### src/rtl/pix_hist_pkg.sv
package pix_hist_pkg;
  typedef enum logic [2:0] {
    ST_START, ST_READ_PIX, ST_READ_BIN, ST_WAIT_RAM, ST_WRITE_BIN
  } histState_t;

  typedef enum logic [1:0] {ADDR_PIX, ADDR_EXT, ADDR_SWEEP} addrSel_t;

  typedef struct packed {
    logic     capture;   // latch pixData, advance counter
    logic     cntClr;    // first pixel of a frame: counter restarts at one
    logic     ramRe;
    logic     ramWe;
    logic     wrZero;    // write zero instead of incremented bin
    logic     sweepInc;
    addrSel_t addrSel;
  } histCtl_t;
endpackage

### src/rtl/pix_hist_ram.sv
module pix_hist_ram #(
  parameter int ADDR_W = 8,
  parameter int DATA_W = 6
) (
  input  logic              clk,
  input  logic              re,
  input  logic              we,
  input  logic [ADDR_W-1:0] addr,
  input  logic [DATA_W-1:0] wd,
  output logic [DATA_W-1:0] q
);
  localparam int DEPTH = 1 << ADDR_W;
  logic [DATA_W-1:0] mem [DEPTH];

  always_ff @(posedge clk) begin
    if (we) mem[addr] <= wd;
    if (re) q <= mem[addr];
  end
endmodule

### src/rtl/pix_hist_dp.sv
module pix_hist_dp
  import pix_hist_pkg::*;
#(
  parameter int PIX_W = 8,
  parameter int CNT_W = 6,
  parameter int NPIX  = 32
) (
  input  logic             clk,
  input  logic             rstN,
  input  histCtl_t         ctl,
  input  logic [PIX_W-1:0] pixData,
  input  logic [PIX_W-1:0] rdAddr,
  input  logic [CNT_W-1:0] ramQ,
  output logic [PIX_W-1:0] ramAddr,
  output logic [CNT_W-1:0] ramWd,
  output logic             frameFull,
  output logic             sweepLast
);
  logic [PIX_W-1:0] pixReg;
  logic [CNT_W-1:0] pixCnt;
  logic [PIX_W-1:0] sweepAddr;

  always_ff @(posedge clk) begin
    if (!rstN) begin
      pixReg    <= '0;
      pixCnt    <= '0;
      sweepAddr <= '0;
    end else begin
      if (ctl.capture) begin
        pixReg <= pixData;
        pixCnt <= ctl.cntClr ? CNT_W'(1) : pixCnt + 1'b1;
      end
      if (ctl.sweepInc) sweepAddr <= sweepAddr + 1'b1;
    end
  end

  always_comb begin
    unique case (ctl.addrSel)
      ADDR_EXT:   ramAddr = rdAddr;
      ADDR_SWEEP: ramAddr = sweepAddr;
      default:    ramAddr = pixReg;
    endcase
  end

  assign ramWd     = ctl.wrZero ? '0 : ramQ + 1'b1;
  assign frameFull = (pixCnt == CNT_W'(NPIX));
  assign sweepLast = (sweepAddr == {PIX_W{1'b1}});

  AST_NO_OVERFLOW: assert property (@(posedge clk) disable iff (!rstN)
    (ctl.ramWe && !ctl.wrZero) |-> (ramQ != {CNT_W{1'b1}}));
  AST_WRITE_AFTER_READ: assert property (@(posedge clk) disable iff (!rstN)
    (ctl.ramWe && !ctl.wrZero) |-> $past(ctl.ramRe, 2));
  AST_CNT_BOUND: assert property (@(posedge clk) disable iff (!rstN)
    pixCnt <= CNT_W'(NPIX));
endmodule

### src/rtl/pix_hist_ctrl.sv
module pix_hist_ctrl
  import pix_hist_pkg::*;
(
  input  logic     clk,
  input  logic     rstN,
  input  logic     vidStb,
  input  logic     frameStart,
  input  logic     rdReq,
  input  logic     frameFull,
  input  logic     sweepLast,
  output histCtl_t ctl,
  output logic     done,
  output logic     rdValid
);
  histState_t state, nextState;
  logic sweeping, idle, startEv;

  assign idle    = (state == ST_START) && !sweeping;
  assign startEv = idle && frameStart && vidStb;

  always_comb begin
    ctl       = '0;
    ctl.addrSel = ADDR_PIX;
    nextState = state;
    unique case (state)
      ST_START: begin
        if (sweeping) begin
          ctl.ramWe    = 1'b1;
          ctl.wrZero   = 1'b1;
          ctl.sweepInc = 1'b1;
          ctl.addrSel  = ADDR_SWEEP;
        end else if (startEv && !done) begin
          ctl.capture = 1'b1;
          ctl.cntClr  = 1'b1;
          nextState   = ST_READ_BIN;
        end else if (!startEv && rdReq) begin
          ctl.ramRe   = 1'b1;
          ctl.addrSel = ADDR_EXT;
        end
      end
      ST_READ_PIX: if (vidStb) begin
        ctl.capture = 1'b1;
        nextState   = ST_READ_BIN;
      end
      ST_READ_BIN: begin
        ctl.ramRe = 1'b1;
        nextState = ST_WAIT_RAM;
      end
      ST_WAIT_RAM: nextState = ST_WRITE_BIN;
      ST_WRITE_BIN: begin
        ctl.ramWe = 1'b1;
        nextState = frameFull ? ST_START : ST_READ_PIX;
      end
      default: nextState = ST_START;
    endcase
  end

  always_ff @(posedge clk) begin
    if (!rstN) begin
      state    <= ST_START;
      sweeping <= 1'b1;
      done     <= 1'b0;
      rdValid  <= 1'b0;
    end else begin
      state   <= nextState;
      rdValid <= ctl.ramRe && (state == ST_START);
      if (startEv && done) begin
        done     <= 1'b0;
        sweeping <= 1'b1;
      end else if (state == ST_WRITE_BIN && frameFull) begin
        done <= 1'b1;
      end
      if (sweeping && sweepLast) sweeping <= 1'b0;
    end
  end

  AST_RDVALID_REQ: assert property (@(posedge clk) disable iff (!rstN)
    rdValid |-> $past(rdReq));
  AST_RDVALID_IDLE: assert property (@(posedge clk) disable iff (!rstN)
    rdValid |-> $past(state == ST_START && !sweeping));
  AST_DONE_HOLD: assert property (@(posedge clk) disable iff (!rstN)
    (done && !(frameStart && vidStb)) |=> done);
endmodule

### src/rtl/pix_hist_top.sv
module pix_hist_top #(
  parameter int PIX_W   = 8,
  parameter int FRAME_W = 8,
  parameter int FRAME_H = 4,
  localparam int NPIX   = FRAME_W * FRAME_H,
  localparam int CNT_W  = $clog2(NPIX + 1)
) (
  input  logic             clk,
  input  logic             rstN,
  input  logic             vidStb,
  input  logic             frameStart,
  input  logic [PIX_W-1:0] pixData,
  input  logic             rdReq,
  input  logic [PIX_W-1:0] rdAddr,
  output logic [CNT_W-1:0] rdData,
  output logic             rdValid,
  output logic             done
);
  import pix_hist_pkg::*;

  histCtl_t         ctl;
  logic             frameFull, sweepLast;
  logic [PIX_W-1:0] ramAddr;
  logic [CNT_W-1:0] ramWd, ramQ;

  pix_hist_ctrl ctrl_i (
    .clk(clk), .rstN(rstN), .vidStb(vidStb), .frameStart(frameStart),
    .rdReq(rdReq), .frameFull(frameFull), .sweepLast(sweepLast),
    .ctl(ctl), .done(done), .rdValid(rdValid)
  );

  pix_hist_dp #(.PIX_W(PIX_W), .CNT_W(CNT_W), .NPIX(NPIX)) dp_i (
    .clk(clk), .rstN(rstN), .ctl(ctl), .pixData(pixData), .rdAddr(rdAddr),
    .ramQ(ramQ), .ramAddr(ramAddr), .ramWd(ramWd),
    .frameFull(frameFull), .sweepLast(sweepLast)
  );

  pix_hist_ram #(.ADDR_W(PIX_W), .DATA_W(CNT_W)) ram_i (
    .clk(clk), .re(ctl.ramRe), .we(ctl.ramWe), .addr(ramAddr),
    .wd(ramWd), .q(ramQ)
  );

  assign rdData = ramQ;
endmodule

### config.mk
export PLATFORM = sky130hd
export DESIGN_NAME = pix_hist_top
export DESIGN_NICKNAME = d
export VERILOG_FILES = /design/src/rtl/pix_hist_pkg.sv /design/src/rtl/pix_hist_ram.sv /design/src/rtl/pix_hist_dp.sv /design/src/rtl/pix_hist_ctrl.sv /design/src/rtl/pix_hist_top.sv
export SDC_FILE = /design/constraint.sdc
export NUM_CORES = 2
export LEC_CHECK = 0
export ABC_AREA = 1
export BUFFER_PORTS_ARGS = -buffer_cell sky130_fd_sc_hd__buf_2
export CORE_ASPECT_RATIO = 0.7
export CORE_MARGIN = 1.5
export CORE_UTILIZATION = 45
export DETAILED_ROUTE_END_ITERATION = 8
export PLACE_DENSITY = 0.61
export SLEW_MARGIN = 40
export SYNTH_ARGS = -nofsm -noshare
export SYNTH_HDL_FRONTEND = slang
export SYNTH_HIERARCHICAL = 1
export SYNTH_SLANG_ARGS = --single-unit
### constraint.sdc
create_clock -name clk -period 11.75 [get_ports clk]
set_input_delay 1.175 -clock clk [delete_from_list [all_inputs] [get_ports clk]]
set_output_delay 1.175 -clock clk [all_outputs]
set_load 0.02 [all_outputs]
==> results.toml <==
[sta]
max_freq_ghz = 0.156
worst_pin_slew_ns = 1.10
skew_ns = 0.0223
setup-tns-final_ns = 0
fin_crit_sh_pct = 54.6
slew_violations = 0
hold_viol = 0
rsz0062_at_grt = "false"
max_slew_margin_pct = 26.2
setup_ws_ns = 5.34
setup_viol = 0
fin_crit_ns = 6.41

[logic_synthesis]
synthFlopType = "edfxtp_1"
netlist_area_um2 = 65700
synthCells = 6347
yosysTopAreaCellShare_pct = 70.5
synth_edf_count = 1542
synth.area.top_cells = "edfxtp_1 71%, nand2_1 21%, nor2_1 2.2%"
ys_ff_latch = 1570
yosysSeqAreaShare_pct = 71.4
avgSynthCellArea_um2 = 10.3
synth.distinct_cells = 35
ys.warnings.count = 6
yosys.area.top_type = "edfxtp_1"
synth_async_sr_flop_share_pct = 0
syn_nets = 6374

[placement]
dp_hpwl_mm = 103
portBuffers = 28
place_inst = 8076
gp_congestion = 0.899
dpl_worst_slack_ns = 4.78

[grt]
grt_max_degree = 175
track_usage_pct = 24.3
grt_pass1_vias = 41500
grt_remaining_overflow = 0
antenna_found_initial = 6
grt_pass1_wl_mm = 268

[pwr]
p_per_area_nw_per_um2 = 170
p_seq_share_pct = 49.2
leakage_nw = 29.1
p_switching_mw = 3.19
power_frac_comb_pct = 11.5
switching_share_pct = 25.8
p_clk_share_pct = 39.3
p_int_mw = 9.18
ir_drop_uv = 158

[die]
rows = 117
core_um2 = 145000
die_w_um = 460
initial_core_util_pct = 45.3
dieArea_um2 = 148000
die_h_um = 323
io_pins = 29

[route]
wire_per_inst_um = 21.5
ant_nets = 0
via_count = 44300
first_iter_violations = 5146
drc = 0
drtPass1Iterations = 5
via_per_inst = 5.31
drt_wl_total_mm = 180

[cts]
clock-sinks = 1570
postCtsResizedCells = 0
postCtsSetupBuffers = 0
htree_levels = 4
cts_tree = "built"
root_buffer = "clkbuf_16"
cts_made_buffers = 147
hold_buffers = 0
cts_max_path_buffers = 3
clkTransAtPathRegs_ns = 0.06
clk_latency_ns = 0.79

[setup_path]
critPathKind = "register to register"
crit_slowest_cell = "buf_4"
crit_path_frequent_cell = "nand2_1"
arrival_ns = 7.05
end_kind = "register"
startpoint_type = "register"
critPathMaxFanout = 111
cpPeakStageDelay_ns = 0.71
worstPathRequired_ns = 12.39

[final_layout]
drive_gt1_share_pct = 5.56
nets = 6293
final_core_util_pct = 50.0
stdcell_count = 8349
area_delta_synth_final_pct = 10.5

[outcome]
status = "finished, final reports clean"

[job]
cap_viol_max_count = 0

[worst_hold_path]
hold_class = "register to register"
==> metrics by stage <==
step	area [um2]	total power, mW	hold WS, ns
3_5_place_dp	67600	7.59	0.471
5_1_grt	72600	12.8	0.518
6_report	72600	12.4	0.476
2_1_floorplan	65700	7.12	0.447
4_1_cts	72500	12.4	0.479
3_3_place_gp	67400	7.59	0.464
==> worst max-delay path, delay by kind of cell (launching register included) <==
| family | cells | cell delay (ns) |
|---|---|---|
| buffers and inverters | 8 | 3.09 |
| AND/OR/NAND/NOR | 15 | 2.03 |
| flip-flops | 1 | 0.38 |
| adder cells (fa/ha/maj) | 1 | 0.38 |
| AO/OA/AOI/OAI | 2 | 0.21 |
==> logic make-up (layout without fill, tap and decap cells) <==
logic type	Yosys count	count (layout)	synth area share, %
xor gates and xnor gates	1	1	0.0133
adders and majority gates	6	6	0.114
AOI/OAI and AO/OA	192	192	1.48
DFF	1570	1570	71.4
other	0	2	0
and+or+nand+nor	4184	4184	24.4
buffers and inverters	394	431	2.65
==> worst paths after layout <==
kind | from | to | slack [ns] | cells after the start
max | ctrl_i/state[1] | ram_i/q[0] | 5.34 | 26
min | dp_i/pixCnt[5] | dp_i/pixCnt[5] | 0.48 | 2
max reg2reg | ctrl_i/state[1] | ram_i/q[0] | 5.34 | 26
min reg2reg | dp_i/pixCnt[5] | dp_i/pixCnt[5] | 0.48 | 2
==> synth_stat cells (all sizes together), types with 2 or more instances <==
cell    number
a31oi        3
o21ai      135
a21oi       51
nand4        2
nor2       390
nand3      154
inv         65
clkinv       2
nand2     3622
buf        204
nor3        11
edfxtp    1542
nand3b       2
clkbuf     123
dfxtp       28
ha           6
nor4         2
==> per-layer routing <==
metal  GRT usage (%)  vias to the layer above  routed length (um)
met5               0                        -                   0
met3            6.07                      246               19800
met1            37.3                    21400               81000
met4            7.38                        0                4360
li1                -                    20700                   -
met2            33.7                     1978               74600
==> power by group through the flow <==
| stage | logic, mW | registers, mW | clock network, mW |
|---|---|---|---|
| after global placement | 1.38 | 6.20 | 0 |
| after floorplan | 0.918 | 6.20 | 0 |
| after detailed placement | 1.39 | 6.21 | 0 |
| after global routing | 1.56 | 6.08 | 5.16 |
| after CTS | 1.39 | 6.08 | 4.94 |
| final | 1.42 | 6.08 | 4.87 |
==> state kept, by name, indices dropped and copies added, names as in the netlist <==
register / count
dp_i/sweepAddr: 8
ctrl_i/state: 3
dp_i/pixReg: 8
ctrl_i/rdValid: 1
ctrl_i/done: 1
ram_i/mem: 1536
ctrl_i/sweeping: 1
dp_i/pixCnt: 6
ram_i/q: 6
==> cells in the final DEF, fill, tap and decap left out, types with 28 or more instances in the layout <==
cell type | synthesis | routed
clkbuf_1 | 122 | 32
a21oi_1 | 51 | 47
nor2_1 | 383 | 372
buf_2 | 171 | 28
nand3_1 | 151 | 151
inv_1 | 60 | 60
clkbuf_16 | 0 | 151
o21ai_1 | 63 | 64
dfxtp_1 | 28 | 28
o21ai_0 | 72 | 71
edfxtp_1 | 1542 | 1542
nand2_1 | 3620 | 3607
buf_4 | 5 | 38
==> final cells by class <==
type | count | area (um2)
Antenna cell | 2 | 5.00
Clock inverter | 84 | 936
Timing Repair Buffer | 97 | 918
Sequential cell | 1570 | 46900
Inverter | 67 | 277
Multi-Input combinational cell | 4383 | 17200
Tap cell | 1963 | 2460
Clock buffer | 183 | 3900
Fill cell | 13000 | 72500
Power figures use the tool's default switching activity.
